===== config.mk =====
export PLATFORM = sky130hd
export DESIGN_NAME = microseq_top
export DESIGN_NICKNAME = d
export VERILOG_FILES = /design/src/rtl/mseq_pkg.sv /design/src/rtl/mseq_qual.sv /design/src/rtl/mseq_dispatch.sv /design/src/rtl/mseq_link.sv /design/src/rtl/microseq_top.sv
export SDC_FILE = /design/constraint.sdc
export NUM_CORES = 1
export LEC_CHECK = 0
export BUFFER_PORTS_ARGS = -buffer_cell sky130_fd_sc_hd__clkbuf_2
export CELL_PAD_IN_SITES_DETAIL_PLACEMENT = 1
export CELL_PAD_IN_SITES_GLOBAL_PLACEMENT = 1
export CORE_MARGIN = 2
export CORE_UTILIZATION = 34
export DETAILED_ROUTE_END_ITERATION = 8
export HOLD_SLACK_MARGIN = 0.06
export PLACE_DENSITY = 0.8
export SYNTH_ARGS = -nofsm -noshare
export SYNTH_HDL_FRONTEND = slang
export SYNTH_HIERARCHICAL = 1
export SYNTH_SLANG_ARGS = --single-unit

===== constraint.sdc =====
create_clock -name clk -period 1.85 [get_ports clk]
set_clock_uncertainty 0.05 [all_clocks]
set_input_delay 0.37 -clock clk [delete_from_list [all_inputs] [get_ports clk]]
set_output_delay 0.37 -clock clk [all_outputs]
set_load 0.05 [all_outputs]

===== src/rtl/mseq_pkg.sv =====
package mseq_pkg;

   typedef enum logic [2:0] {
      K_SEQ  = 3'd0,
      K_BR   = 3'd1,
      K_MOD  = 3'd2,
      K_CALL = 3'd3,
      K_RET  = 3'd4,
      K_LOOP = 3'd5,
      K_RSV6 = 3'd6,
      K_RSV7 = 3'd7
   } kind_e;

   localparam int KIND_LSB = 0;
   localparam int SEL_LSB  = 8;
   localparam int MODF_LSB = 16;
   localparam int NXT_LSB  = 24;

endpackage


===== src/rtl/mseq_qual.sv =====
module mseq_qual #(
   parameter int STAT_W = 8,
   parameter int QMAX   = 3,
   localparam int IDX_W = $clog2(STAT_W),
   localparam int SEL_W = IDX_W + 1
) (
   input  logic [QMAX*SEL_W-1:0] sel_i,
   input  logic [STAT_W-1:0]     status_i,
   output logic [QMAX-1:0]       qual_o
);

   if (STAT_W != (1 << IDX_W)) begin : g_bad_stat
      $error("mseq_qual: STAT_W must be a power of two");
   end

   for (genvar i = 0; i < QMAX; i++) begin : g_q
      logic [SEL_W-1:0] sel;
      assign sel = sel_i[i*SEL_W +: SEL_W];
      assign qual_o[i] = sel[SEL_W-1] ? status_i[sel[IDX_W-1:0]] : sel[0];
   end

endmodule


===== src/rtl/mseq_dispatch.sv =====
module mseq_dispatch #(
   parameter int OFF_W = 6,
   parameter int QMAX  = 3,
   localparam int QCNT_W = $clog2(QMAX + 1),
   localparam int QI_W   = (QMAX > 1) ? $clog2(QMAX) : 1
) (
   input  logic [OFF_W-1:0]  base_i,
   input  logic [QCNT_W-1:0] qcnt_i,
   input  logic [QMAX-1:0]   qual_i,
   output logic [OFF_W-1:0]  off_o
);

   if (QMAX > OFF_W) begin : g_bad_q
      $error("mseq_dispatch: QMAX exceeds offset width");
   end

   logic [QI_W-1:0] qidx;

   always_comb begin
      off_o = base_i;
      qidx  = '0;
      for (int j = 0; j < QMAX; j++) begin
         if (j < int'(qcnt_i)) begin
            qidx     = QI_W'(int'(qcnt_i) - 1 - j);
            off_o[j] = qual_i[qidx];
         end
      end
   end

endmodule


===== src/rtl/mseq_link.sv =====
module mseq_link #(
   parameter int ADDR_W = 14
) (
   input  logic              clk,
   input  logic              rst,
   input  logic              save_i,
   input  logic [ADDR_W-1:0] save_addr_i,
   input  logic              take_i,
   output logic [ADDR_W-1:0] link_o,
   output logic              valid_o
);

   always_ff @(posedge clk) begin
      if (rst) begin
         link_o  <= '0;
         valid_o <= 1'b0;
      end else if (save_i) begin
         link_o  <= save_addr_i;
         valid_o <= 1'b1;
      end else if (take_i) begin
         valid_o <= 1'b0;
      end
   end


   link_set_chk: assert property (@(posedge clk) disable iff (rst)
      save_i |=> (valid_o && link_o == $past(save_addr_i)));


   link_drop_chk: assert property (@(posedge clk) disable iff (rst)
      (take_i && !save_i) |=> !valid_o);

endmodule


===== src/rtl/microseq_top.sv =====
module microseq_top #(
   parameter int MOD_W  = 8,
   parameter int OFF_W  = 6,
   parameter int STAT_W = 8,
   parameter int QMAX   = 3,
   parameter int WORD_W = 32,
   localparam int ADDR_W = MOD_W + OFF_W,
   localparam int IDX_W  = $clog2(STAT_W),
   localparam int SEL_W  = IDX_W + 1,
   localparam int QCNT_W = $clog2(QMAX + 1)
) (
   input  logic              clk,
   input  logic              rst,
   input  logic [WORD_W-1:0] cs_word,
   input  logic [STAT_W-1:0] status,
   output logic [ADDR_W-1:0] cs_addr,
   output logic [WORD_W-1:0] ctrl_word,
   output logic              ret_err
);
   import mseq_pkg::*;

   if (mseq_pkg::NXT_LSB + OFF_W + QCNT_W > WORD_W) begin : g_bad_nxt
      $error("microseq_top: next-address field does not fit the word");
   end
   if (MOD_W > mseq_pkg::NXT_LSB - mseq_pkg::MODF_LSB) begin : g_bad_mod
      $error("microseq_top: module field wider than its byte");
   end
   if (mseq_pkg::SEL_LSB + QMAX * SEL_W > mseq_pkg::NXT_LSB) begin : g_bad_sel
      $error("microseq_top: selectors overlap next-address byte");
   end

   kind_e              kind;
   logic [MOD_W-1:0]   cur_mod, f_mod;
   logic [OFF_W-1:0]   cur_off, f_off, disp_off;
   logic [QCNT_W-1:0]  f_qcnt;
   logic [QMAX-1:0]    qv;
   logic [ADDR_W-1:0]  link_addr, nxt_addr, ret_point;
   logic               link_valid, do_call, do_ret, bad_ret;

   assign kind    = kind_e'(cs_word[mseq_pkg::KIND_LSB +: 3]);
   assign cur_mod = cs_addr[ADDR_W-1 -: MOD_W];
   assign cur_off = cs_addr[OFF_W-1:0];
   assign f_mod   = cs_word[mseq_pkg::MODF_LSB +: MOD_W];
   assign f_off   = cs_word[mseq_pkg::NXT_LSB +: OFF_W];
   assign f_qcnt  = cs_word[mseq_pkg::NXT_LSB + OFF_W +: QCNT_W];

   assign do_call   = (kind == K_CALL);
   assign do_ret    = (kind == K_RET);
   assign bad_ret   = do_ret && !link_valid;
   assign ret_point = {cur_mod, cur_off + OFF_W'(1)};

   mseq_qual #(.STAT_W(STAT_W), .QMAX(QMAX)) u_qual (
      .sel_i    (cs_word[mseq_pkg::SEL_LSB +: QMAX*SEL_W]),
      .status_i (status),
      .qual_o   (qv)
   );

   mseq_dispatch #(.OFF_W(OFF_W), .QMAX(QMAX)) u_disp (
      .base_i (f_off),
      .qcnt_i (f_qcnt),
      .qual_i (qv),
      .off_o  (disp_off)
   );

   mseq_link #(.ADDR_W(ADDR_W)) u_link (
      .clk         (clk),
      .rst         (rst),
      .save_i      (do_call),
      .save_addr_i (ret_point),
      .take_i      (do_ret),
      .link_o      (link_addr),
      .valid_o     (link_valid)
   );

   always_comb begin
      unique case (kind)
         K_BR:         nxt_addr = {cur_mod, disp_off};
         K_MOD,
         K_CALL:       nxt_addr = {f_mod, f_off};
         K_RET:        nxt_addr = link_valid ? link_addr : cs_addr;
         K_LOOP:       nxt_addr = qv[0] ? {cur_mod, f_off} : cs_addr;
         default:      nxt_addr = {cur_mod, f_off};
      endcase
   end

   always_ff @(posedge clk) begin
      if (rst) begin
         cs_addr   <= '0;
         ctrl_word <= '0;
         ret_err   <= 1'b0;
      end else begin
         cs_addr   <= nxt_addr;
         ctrl_word <= cs_word;
         ret_err   <= bad_ret;
      end
   end


   mod_keep_chk: assert property (@(posedge clk) disable iff (rst)
      (kind inside {K_SEQ, K_BR, K_LOOP, K_RSV6, K_RSV7})
      |=> cs_addr[ADDR_W-1 -: MOD_W] == $past(cs_addr[ADDR_W-1 -: MOD_W]));


   bad_ret_chk: assert property (@(posedge clk) disable iff (rst)
      (do_ret && !link_valid) |=> ($stable(cs_addr) && ret_err));


   loop_hold_chk: assert property (@(posedge clk) disable iff (rst)
      (kind == K_LOOP && cs_word[mseq_pkg::SEL_LSB + SEL_W - 1]
       && !status[cs_word[mseq_pkg::SEL_LSB +: IDX_W]]) |=> $stable(cs_addr));


   mod_switch_chk: assert property (@(posedge clk) disable iff (rst)
      (kind == K_MOD) |=> cs_addr[ADDR_W-1 -: MOD_W] == $past(cs_word[mseq_pkg::MODF_LSB +: MOD_W]));

endmodule


; Word-level counts from Yosys, hierarchy flattened
; Cells that the tools add are included.
; W data, S select, Z words.
[classes]
n_lt_le_gt_ge = 9
n_addsub = 4
mux = 23
shifts = 0
eq_ne = 7
bitwise_logic = 2
div_mod_pow = 0
n_reduce_logical = 7
n_mul = 0
[ops]
columns = operator, count
row1 = $pmux W14 S4, 1
row2 = $mux W1, 14
row3 = $mux W14, 1
row4 = $lt A3 B4 Y1 const B, 3
row5 = $bmux W1 S3, 3
row6 = $lt A2 B3 Y1 const B, 3
row7 = $add A6 B1 Y6 const B, 1
row8 = $bmux W1 S2, 3
row9 = $eq A3 B2 Y1 const B, 2
row10 = $eq A3 B3 Y1 const B, 2
row11 = $mux W6, 1
row12 = $lt A1 B2 Y1 const A, 2
row13 = $reduce_and A4 Y1, 1
row14 = $reduce_bool A2 Y1, 2
row15 = $sub A2 B2 Y2 const B, 2
row16 = $eq A3 B1 Y1 const B, 1
row17 = $lt A2 B2 Y1 const A, 1
row18 = $ne A2 B1 Y1 const B, 1
row19 = $ne A2 B2 Y1 const B, 1
row20 = $not A1 Y1, 2
row21 = $reduce_and A2 Y1, 1
row22 = $reduce_or A2 Y1, 1
row23 = $sub A2 B1 Y2 const B, 1
row24 = $logic_and A1 B1 Y1, 1
row25 = $logic_not A1 Y1, 1
[totals]
romBits = 0
reg_bits = 62
memories = 0
inputBits = 42
latch_bits = 0
ramBits = 0
word_cells = 58

; Logic depth before layout (Yosys ltp)
[logic_depth]
depth_word = 7
depth_mapped = 8

; Hierarchy
; Netlist, hierarchy kept.
[by_module_without_submodules]
columns = mod, seq_area_each_um2, area_each_um2, cells_per_inst, n_inst
row1 = microseq_top, 940.9, 1868.0, 175, 1
row2 = mseq_link, 300.3, 544.3, 49, 1
row3 = mseq_qual, 0.0, 191.4, 15, 1
row4 = mseq_dispatch, 0.0, 162.7, 22, 1

; Worst setup path before layout
; OpenSTA, ideal clock, no wires.
[synth_path]
kind = input to register
startpoint = in cs_word[9]
endpoint = reg cs_addr[0]
setup_slack_ns = -0.157
arrival_ns = 1.815
setup_ns = 0.142
n_path_buf = 0
cell_stages = 8
required_ns = 1.658
path_cell_list = mux4_1 inv_1 a31oi_1 mux2i_1 mux2i_1 mux2_2 a32oi_1 a221oi_2
[synth_via]
elab_chain_cells = 7
elab_cells_between_ends = 9
[synth_lines]
columns = item, line
row1 = "start, declared", microseq_top.sv:14  ; input logic [WORD_W-1:0] cs_word,
row2 = $bmux W1 S3, mseq_qual.sv:19  ; assign qual_o[i] = sel[SEL_W-1] ? status_i[sel[IDX_W-1:0]] : sel[0];
row3 = $mux W1 (implied by the code), mseq_qual.sv:19
row4 = $mux W1, mseq_qual.sv:19
row5 = via qv[0], microseq_top.sv:36  ; logic [QMAX-1:0] qv;
row6 = $bmux W1 S2, mseq_dispatch.sv:25  ; off_o[j] = qual_i[qidx];
row7 = $mux W1 (implied by the code), mseq_dispatch.sv:25
row8 = $mux W1, mseq_dispatch.sv:23  ; if (j < int'(qcnt_i)) begin
row9 = via disp_off[0], microseq_top.sv:34  ; logic [OFF_W-1:0] cur_off, f_off, disp_off;
row10 = $pmux W14 S4, microseq_top.sv:76  ; unique case (kind)
row11 = "end signal, assigned", microseq_top.sv:92  ; cs_addr <= nxt_addr;
row12 = "end, declared", microseq_top.sv:16  ; output logic [ADDR_W-1:0] cs_addr,
; The timed path passes the listed nets, and every way through them passes these cells. The select of a mux whose other input is x is not followed.
; A chain may end at the register's enable or synchronous reset.

; Final worst setup path
; Same ends and word-level chain as after synthesis.

==> reports/summary.md <==
Placed design
* dpl hpwl: 5250 µm
* count of input and output buffers: 88
* gp weighted congestion: 0.839

Clock network
* hold buffers post-CTS: 0
* source-to-sink clock delay at the later pin of the worst-skew pair: 0.34 ns
* level count of the clock H-tree: 3
* clk sinks: 62
* Max Buffers Root-to-Sink: 2
* Post-CTS Repair Setup Buffers: 0
* Clock Pin Slew Worst Setup and Hold Paths: 0.07 ns
* master cell of the clock root buffer: sky130_fd_sc_hd__clkbuf_8
* clock tree from TritonCTS: yes
* number of buffers added by the clock tree synthesis step: 9

Critical path
* worst reg-to-reg path cell count: 3
* worst-case register-to-register setup slack: 0.37 ns
* CP startpoint: cs_word[9]
* arrival time at the worst endpoint: 1.98 ns
* R2R Path Start: u_link/valid_o$_SDFFE_PP0P_
* Worst Path Max Fanout: 3
* endpoint kind of the worst setup timing path: register
* end of the worst register-to-register path: cs_addr[4]$_SDFFE_PP0P_
* data required time of the critical path: 2.02 ns
* type of origin of the critical path: input pin
* crit path kind: in -> reg

Detailed routing
* number of design rule violations left after detail routing: 0
* antenna viol nets, final: 0
* Via-to-Cell Ratio: 4.88
* DRC marker count from the first detailed-route iteration: 63
* total via count in the routed design: 2219
* WL/cell: 15.5 µm
* drt total wl: 7040 µm
* number of optimization iterations in the first detailed-route pass: 4

Finish
* area occupied by registers: 1240 µm²
* filler instances: 913
* area growth from synthesis to layout: 28.3%
* number of inserted diodes: 0
* multi-input logic area: 1310 µm²
* Core Util, Final: 45.4%
* layout cell share with drive strength beyond 1: 42.5%
* number of nets in the final layout: 394

Floorplan
* area inside the core boundary: 7810 µm²
* height of the chip: 94.2 µm
* die area: 8870 µm²
* width of the die: 94.2 µm
* cell row count: 32
* I/O pin count: 89
* initial standard-cell utilization of the core: 35.4%

Timing
* number of setup violations in the final report: 0
* final-layout worst hold slack: 0.189 ns
* final max-slew violation count: 0
* Total Neg Setup Slack: 0 ns
* setup repair after global routing missed its margin: true
* worst slew margin relative to its limit: 67.5%
* pin slew with the least headroom to its limit: 0.485 ns
* final critical-path share of the clock period: 98.3%
* final hold violation count: 0
* minimum clock period: 1.82 ns
* max frequency: 550 MHz

Hold path
* Worst Hold Path EP: ctrl_word[7]$_SDFF_PP0_
* source of the worst hold timing path: cs_word[7]
* instance count along the most critical hold path: 2
* path class of the lowest-slack min-delay path: in -> reg

Global route
* GRT Resource Usage Total: 16.7%
* global-route wire length before repair: 11400 µm
* number of antenna violations at the first check in global routing: 0
* vias in the first global route: 2252
* final global-route overflow total: 0
* pin count of the biggest net entering global routing: 22

Logic synthesis
* average cell area after synthesis: 10.6 µm²
* share of flip-flops with an asynchronous set or reset after synthesis: 0%
* Primary FF master, synth: sky130_fd_sc_hd__dfxtp_1
* register area share after synthesis: 44.9%
* synthesized cell area: 2770 µm²
* Post-synth EDFFs: 0
* count of synthesis-stage warnings from yosys: 6
* Post-synth top cells: 62 x sky130_fd_sc_hd__dfxtp_1, 27 x sky130_fd_sc_hd__nor2b_1, 22 x sky130_fd_sc_hd__nor2_1
* nets in the synthesized netlist: 307
* Synth area leader: sky130_fd_sc_hd__dfxtp_1
* post-synth cell types: 41
* most frequent cell after synthesis: sky130_fd_sc_hd__dfxtp_1
* top cells by area, synth: sky130_fd_sc_hd__dfxtp_1 45%, sky130_fd_sc_hd__nor2b_1 6.1%, sky130_fd_sc_hd__mux2i_1 5.8%, sky130_fd_sc_hd__a221oi_2 3.3%, sky130_fd_sc_hd__buf_4 3.0%
* flip-flop and latch count after synthesis: 62
* Gate Count Post-Synth: 261
* proportion of netlist area held by the largest area contributor: 44.9%

Pwr
* worst voltage drop across the vdd grid: 517 µV
* power density relative to cell area: 963 nW/µm²
* Switch Pwr: 1020 µW
* sequential share of power: 42.3%
* internal power of the cells: 2400 µW
* Leak: 0.00155 µW
* clock share of power: 38.3%
* Net Sw Frac: 29.9%
* Gate power share: 19.4%

Flow run
* number of maximum-capacitance constraint violations: 0

Status
* status: completed

## power groups by stage
stage                     clock [µW]  combinational, µW  sequential [µW]
after floorplan                    0                308             1640
after global placement             0                633             1470
after detailed placement           0                646             1480
after CTS                       1360                653             1450
after global routing            1420                712             1450
final                           1310                665             1450
## worst max path at each step
| stage | cells past startpoint | endpoint |
|---|---|---|
| CTS | 9 | cs_addr[0]$_SDFFE_PP0P_ |
| global placement | 9 | cs_addr[0]$_SDFFE_PP0P_ |
| floorplan | 8 | cs_addr[0]$_SDFFE_PP0P_ |
| detailed placement | 9 | cs_addr[0]$_SDFFE_PP0P_ |
| finish | 9 | cs_addr[0]$_SDFFE_PP0P_ |
| global route | 9 | cs_addr[0]$_SDFFE_PP0P_ |
## per-stage QoR
stage / instance area, µm² / total power, µW / setup WS, ns / instances
2_1_floorplan: 2780 / 1950 / -0.136 / 261
3_3_place_gp: 3280 / 2110 / -0.341 / 439
3_5_place_dp: 3280 / 2120 / -0.381 / 439
4_1_cts: 3500 / 3460 / 0.00327 / 455
5_1_grt: 3550 / 3580 / -0.0533 / 455
6_report: 3550 / 3420 / 0.0320 / 455
## cell type report
| cell class | count | area share (%) |
|---|---|---|
| Inverter | 19 | 2.01 |
| Clock inverter | 7 | 2.75 |
| Timing Repair Buffer | 101 | 16.1 |
| Clock buffer | 9 | 3.49 |
| Multi-Input combinational cell | 155 | 37.0 |
| Sequential cell | 62 | 35.0 |
| Tap cell | 102 | 3.60 |
## logic make-up (layout without fill, tap and decap cells)
kind of cell | after synthesis | after routing | synth area share (%)
and+or+nand+nor | 77 | 77 | 17.1
DFF | 62 | 62 | 44.9
AOI/OAI and AO/OA | 46 | 46 | 13.6
buffers and inverters | 44 | 136 | 9.27
muxes | 23 | 23 | 11.5
xor gates and xnor gates | 5 | 5 | 1.85
adders and majority gates | 4 | 4 | 1.81
## registers in the layout (all words and copies together), names as in the netlist
name and count:
cs_addr 14, ctrl_word 32, ret_err 1, u_link/link_o 14, u_link/valid_o 1
## metal layers
metal,part of all wire [%],wire (µm),vias up,global-route usage [%]
met5,0,0,-,0
met4,0.88,62,0,6.04
met3,6.0,426,10,5.30
met2,51,3600,73,28.5
met1,42,2950,1062,19.5
li1,-,-,1074,-
## critical path: stages
cell	delay, ns
sky130_fd_sc_hd__buf_8	0.08
sky130_fd_sc_hd__mux4_2	0.49
sky130_fd_sc_hd__a21oi_2	0.16
sky130_fd_sc_hd__a31oi_2	0.06
sky130_fd_sc_hd__mux2i_1	0.20
sky130_fd_sc_hd__mux2i_1	0.10
sky130_fd_sc_hd__mux2_4	0.28
sky130_fd_sc_hd__a32oi_2	0.17
sky130_fd_sc_hd__a221oi_2	0.08
## what timing repair did
action                                  CTS  global route
gates resized for setup                   4            12
endpoints found under the setup margin    1             3
pin swaps                                 2             7
hold endpoints to repair                  0             0
## layout by cell type, fill, tap and decap left out, types with 2 or more instances in the layout
cell                         Yosys  final
sky130_fd_sc_hd__buf_8           0      2
sky130_fd_sc_hd__nand3_1         3      3
sky130_fd_sc_hd__a21oi_2         0      2
sky130_fd_sc_hd__o221a_2         6      6
sky130_fd_sc_hd__dfxtp_1        62     62
sky130_fd_sc_hd__nor3_1          3      2
sky130_fd_sc_hd__nor2_1         22     22
sky130_fd_sc_hd__clkbuf_8        0      9
sky130_fd_sc_hd__mux2i_1        16     16
sky130_fd_sc_hd__a221oi_2        6      6
sky130_fd_sc_hd__ha_1            4      4
sky130_fd_sc_hd__mux4_2          3      6
sky130_fd_sc_hd__buf_4          11     13
sky130_fd_sc_hd__or3b_1          6      6
sky130_fd_sc_hd__nor2b_1        27     27
sky130_fd_sc_hd__nand2b_1        6      6
sky130_fd_sc_hd__a211oi_1        2      2
sky130_fd_sc_hd__clkinvlp_4      0      2
sky130_fd_sc_hd__a21oi_1        12      9
sky130_fd_sc_hd__bufinv_16       0      2
sky130_fd_sc_hd__clkbuf_2        0     85
sky130_fd_sc_hd__inv_1          19     19
sky130_fd_sc_hd__xnor2_1         3      3
sky130_fd_sc_hd__a32oi_1         8      7
sky130_fd_sc_hd__o21ai_0         6      6
Note: power is estimated with default switching activity, not from simulation.
